[src/rtl/memtest_engine.sv]
module memtest_engine #(
  parameter int ADDR_W = 32,
  parameter logic [ADDR_W-1:0] BASE_ADDR = '0,
  parameter int WORDS = 524288
) (
  input  logic              clk,
  input  logic              rst_n,
  input  logic              start,
  input  logic              rand_mode,
  output logic              busy,
  output logic              done,
  output logic [31:0]       err_count,
  output logic              mem_req,
  output logic              mem_we,
  output logic [ADDR_W-1:0] mem_addr,
  output logic [31:0]       mem_wdata,
  input  logic [31:0]       mem_rdata,
  input  logic              mem_rvalid
);
  localparam int IDX_W = (WORDS > 1) ? $clog2(WORDS) : 1;
  localparam logic [IDX_W-1:0] LAST = IDX_W'(WORDS - 1);

  typedef enum logic [2:0] {IDLE, BUS_WR, BUS_RD, BUS_WAIT, FILL, VER_RD, VER_WAIT} st_t;

  st_t              st;
  logic             mode_q, pat_sel;
  logic [IDX_W-1:0] idx;
  logic [31:0]      seed, next_word, pat;

  assign next_word = mode_q ? seed * 32'd1664525 + 32'd1013904223 : seed + 32'd1;
  assign pat       = pat_sel ? 32'h5555_5555 : 32'hAAAA_AAAA;

  assign busy      = (st != IDLE);
  assign mem_req   = (st == BUS_WR) || (st == BUS_RD) || (st == FILL) || (st == VER_RD);
  assign mem_we    = (st == BUS_WR) || (st == FILL);
  assign mem_addr  = (st == FILL || st == VER_RD) ? BASE_ADDR + ADDR_W'(idx) : BASE_ADDR;
  assign mem_wdata = (st == FILL) ? next_word : pat;

  always_ff @(posedge clk) begin
    if (!rst_n) begin
      st        <= IDLE;
      mode_q    <= 1'b0;
      pat_sel   <= 1'b0;
      idx       <= '0;
      seed      <= '0;
      err_count <= '0;
      done      <= 1'b0;
    end else begin
      done <= 1'b0;
      case (st)
        IDLE: if (start) begin
          mode_q    <= rand_mode;
          err_count <= '0;
          pat_sel   <= 1'b0;
          st        <= BUS_WR;
        end
        BUS_WR: st <= BUS_RD;
        BUS_RD: st <= BUS_WAIT;
        BUS_WAIT: if (mem_rvalid) begin
          if (mem_rdata != pat) err_count <= err_count + 32'd1;
          if (!pat_sel) begin
            pat_sel <= 1'b1;
            st      <= BUS_WR;
          end else begin
            idx  <= '0;
            seed <= '0;
            st   <= FILL;
          end
        end
        FILL: begin
          if (idx == LAST) begin
            idx  <= '0;
            seed <= '0;
            st   <= VER_RD;
          end else begin
            idx  <= idx + 1'b1;
            seed <= next_word;
          end
        end
        VER_RD: st <= VER_WAIT;
        VER_WAIT: if (mem_rvalid) begin
          if (mem_rdata != next_word) err_count <= err_count + 32'd1;
          seed <= next_word;
          if (idx == LAST) begin
            done <= 1'b1;
            st   <= IDLE;
          end else begin
            idx <= idx + 1'b1;
            st  <= VER_RD;
          end
        end
        default: st <= IDLE;
      endcase
    end
  end
endmodule

[config.mk]
export PLATFORM = sky130hd
export DESIGN_NAME = memtest_engine
export DESIGN_NICKNAME = d
export VERILOG_FILES = /design/src/rtl/memtest_engine.sv
export SDC_FILE = /design/constraint.sdc
export NUM_CORES = 1
export LEC_CHECK = 0
export ABC_AREA = 1
export BUFFER_PORTS_ARGS = -buffer_cell sky130_fd_sc_hd__clkbuf_2
export CAP_MARGIN = 20
export CORE_UTILIZATION = 40
export CTS_BUF_LIST = sky130_fd_sc_hd__clkbuf_16
export DETAILED_ROUTE_END_ITERATION = 16
export GPL_ROUTABILITY_DRIVEN = 0
export GPL_TIMING_DRIVEN = 1
export PLACE_DENSITY = 0.64
export SETUP_SLACK_MARGIN = 0.15
export SLEW_MARGIN = 0
export SYNTH_ARGS = -nofsm -noshare
export SYNTH_HDL_FRONTEND = slang
export SYNTH_SLANG_ARGS = --single-unit
[constraint.sdc]
create_clock -name clk -period 7.2 [get_ports clk]
set_input_delay 0 -clock clk [delete_from_list [all_inputs] [get_ports clk]]
set_output_delay 0 -clock clk [all_outputs]
set_load 0.05 [all_outputs]
==> flow_summary.ini <==
[logic_synthesis]
yosysSeqAreaShare_pct = 12.4
ys_seq_elements = 89
yosysWarnings = 0
synthFlopType = dfxtp_1
async_reset_ff_share_pct = 0
syn_inst = 2095
synth_cell_types = 52
synthMuxAreaShare_pct = 0
synth.avg_cell_area_um2 = 6.85
synth_top_family_by_area = adder cells
synth-simple-area-share_pct = 27.9
synthAdderAreaFrac_pct = 33.4
synth-xor-area-share_pct = 2.99
netlist_area_um2 = 14400
synth_edf_count = 0
synth-compound-area-share_pct = 9.22

[final_layout]
syn_to_final_growth_pct = 17.8
layout-drive-gt1-share_pct = 16.2
nNetsFinal = 2642
fillers = 3606
final_core_util_pct = 47.7
stdcell_count = 2771
antennaDiodeCount = 0
final_area_um2 = 16900

[drt]
drt-total-wl_um = 48400
drc = 0
via_per_inst = 5.25
vias = 14500
drt.antenna.violating_nets = 0
firstDrtPassIters = 7
wl_per_cell_um = 17.5
drt_iter0_markers = 1314

[floorplan]
start_util_pct = 40.5
dieHeight_um = 191
design.die.area_um2 = 36700
rows = 69
io_pins = 137
die_x_um = 191
core_um2 = 35500

[power]
irDropWorstVdd_uv = 136
total_leakage_power_nw = 8.39
p_total_mw = 1.42
power_density_nw_per_um2 = 84.0

[clock_network]
cts.sinks = 89
cts_tree = built
path_clk_slew_ns = 0.08
htreeDepth = 3
clk-insertion-delay-late_ns = 0.37
cts_buffers = 9
cts_root_buf = clkbuf_16
clockBufferDepth = 2

[setup_path]
startpoint_type = flip-flop
reg2reg_depth = 33
cpMostUsedCell = nand2_1
crit_fanout = 6
r2r-start = seed[4]
end_kind = flip-flop
crit_slowest_cell = fa_1
crit_arrival_ns = 7.09
slowest_delay_ns = 0.55
worstSetupPathType = flip-flop to flip-flop
crit_required_ns = 7.50
ff2ff_setup_slack_ns = 0.41
r2r_end = err_count[25]

[placed_design]
dpl_cell_area_um2 = 16100
place_ws_ns = -0.0839
io_buffers = 123
dpl.hpwl_um = 39700
place_inst = 2742

[global_route]
grt_max_degree = 39
grt_pass1_wl_um = 75600
grt.overflow.total = 0
grt_pass1_vias = 13900
antenna_found_initial = 0
grt.total_usage_pct = 26.7

[min_path]
holdPathStages = 4
hp-start = start
whs_endpoint = pat_sel
hp-class = input pin to flip-flop

[sta]
setup_viol = 0
fin_crit_sh_pct = 94.3
relSlewSlack_pct = 20.3
setup_tns_ns = 0
min_period_ns = 6.79
tightestPinTransition_ns = 1.19
finalHoldViolations = 0
max_freq_ghz = 0.147
finalClockSkew_ns = 0.0118
whs_ns = 0.0198
rsz0062_at_grt = false
maxSlewViolCount = 0
setup_slack_ns = 0.410

[flow_run]
drv_cap = 0

[run_status]
status = finished clean
==> layout by cell type (no fill, tap or decap), types with 9 or more instances in the layout <==
| master | Yosys | final |
|---|---|---|
| inv_1 | 449 | 444 |
| a21oi_1 | 116 | 107 |
| o21ai_1 | 7 | 11 |
| nor4_1 | 21 | 20 |
| nand3b_1 | 12 | 12 |
| xnor2_1 | 14 | 14 |
| nor2_1 | 174 | 163 |
| conb_1 | 1 | 13 |
| fa_1 | 138 | 134 |
| nand4_1 | 28 | 28 |
| ha_4 | 0 | 13 |
| inv_2 | 8 | 13 |
| nor3_1 | 41 | 40 |
| nor2_2 | 9 | 18 |
| clkbuf_2 | 0 | 123 |
| xor2_1 | 35 | 33 |
| nand3_1 | 129 | 125 |
| nand2_1 | 462 | 456 |
| nand3_2 | 5 | 9 |
| o21ai_0 | 71 | 66 |
| dfxtp_1 | 89 | 84 |
| ha_1 | 162 | 146 |
| a21oi_2 | 10 | 19 |
| clkbuf_16 | 0 | 9 |
| buf_4 | 13 | 104 |
| nand2_2 | 9 | 14 |
==> sequential cells by signal, summed over array words and instances (netlist names) <==
register and cells:
seed 32, st 3, done 1, idx 19, mode_q 1, err_count 32
pat_sel 1
==> per-layer routing <==
metal | up-vias | GRT usage (%) | share of wire (%)
met5 | - | 0 | 0
met4 | 0 | 8.12 | 3.2
met3 | 106 | 3.98 | 7.3
met2 | 622 | 42.4 | 45
met1 | 6832 | 37.2 | 45
li1 | 6974 | - | -
==> repair_timing <==
action | 4_1_cts | 5_1_grt
setup endpoints to repair | 33 | 33
cloned | 2 | 3
pin swaps | 0 | 27
hold buffers | 4 | 0
gates resized for setup | 9 | 81
buffers inserted | 0 | 4
hold endpoints to repair | 5 | 0
==> logic make-up after synthesis <==
logic type	after synthesis
AND/OR/NAND/NOR	910
buffers and inverters	508
adder cells (fa/ha/maj)	300
AO/OA/AOI/OAI	238
flip-flops	89
XOR/XNOR	49
other	1
==> worst max-delay path: cells and delay by family, from the launching register on <==
kind | cells | cell delay, ns
compound gates | 1 | 0.14
fa+ha+maj | 8 | 3.60
buf+inv | 6 | 0.54
flops | 1 | 0.39
simple gates | 18 | 2.04
==> area by class of cell <==
| class | count | area, µm² | area share (%) |
|---|---|---|---|
| clock buffer | 9 | 225 | 1.33 |
| inverter | 457 | 1720 | 10.1 |
| timing repair buffer | 233 | 1470 | 8.70 |
| clock inverter | 7 | 100 | 0.592 |
| sequential | 89 | 1800 | 10.6 |
| tap | 461 | 577 | 3.41 |
| multi-input combinational | 1515 | 11000 | 65.2 |
==> worst max path at each step <==
stage | start | end | slack, ns
finish | seed[4] | err_count[25] | 0.41
global route | seed[1] | err_count[20] | 0.11
CTS | seed[3] | err_count[13] | 0.19
detailed placement | seed[3] | err_count[1] | -0.08
global placement | seed[3] | err_count[15] | -0.30
floorplan | seed[7] | mem_wdata[31] | 0.59
==> Yosys cell counts, drive strengths merged, types with 2 or more instances <==
cell | number | area, µm²
ha | 162 | 2030
o22ai | 2 | 12.5
buf | 27 | 221
nand2 | 471 | 1790
o21ai | 82 | 425
xor2 | 35 | 307
o21a | 2 | 15.0
o21bai | 5 | 37.5
a31oi | 2 | 12.5
o41ai | 2 | 17.5
clkbuf | 24 | 90.1
nand3 | 134 | 696
fa | 138 | 2760
xnor2 | 14 | 123
inv | 457 | 1720
nor3 | 46 | 255
a21o | 3 | 22.5
a221oi | 2 | 17.5
nand3b | 13 | 110
nor2 | 183 | 709
nand4 | 31 | 221
a211oi | 5 | 37.5
or2 | 6 | 37.5
a21oi | 126 | 668
dfxtp | 89 | 1780
nor4 | 21 | 131
o31ai | 2 | 15.0
nor3b | 4 | 45.1
==> power by group <==
group          switching [mW]  internal (mW)  leakage (nW)  total, mW
clock                   0.255          0.309         0.156      0.564
combinational           0.261         0.0948          7.52      0.356
sequential            0.00545          0.496         0.721      0.501
total                   0.521          0.900          8.39       1.42
Power figures use the tool's default switching activity.
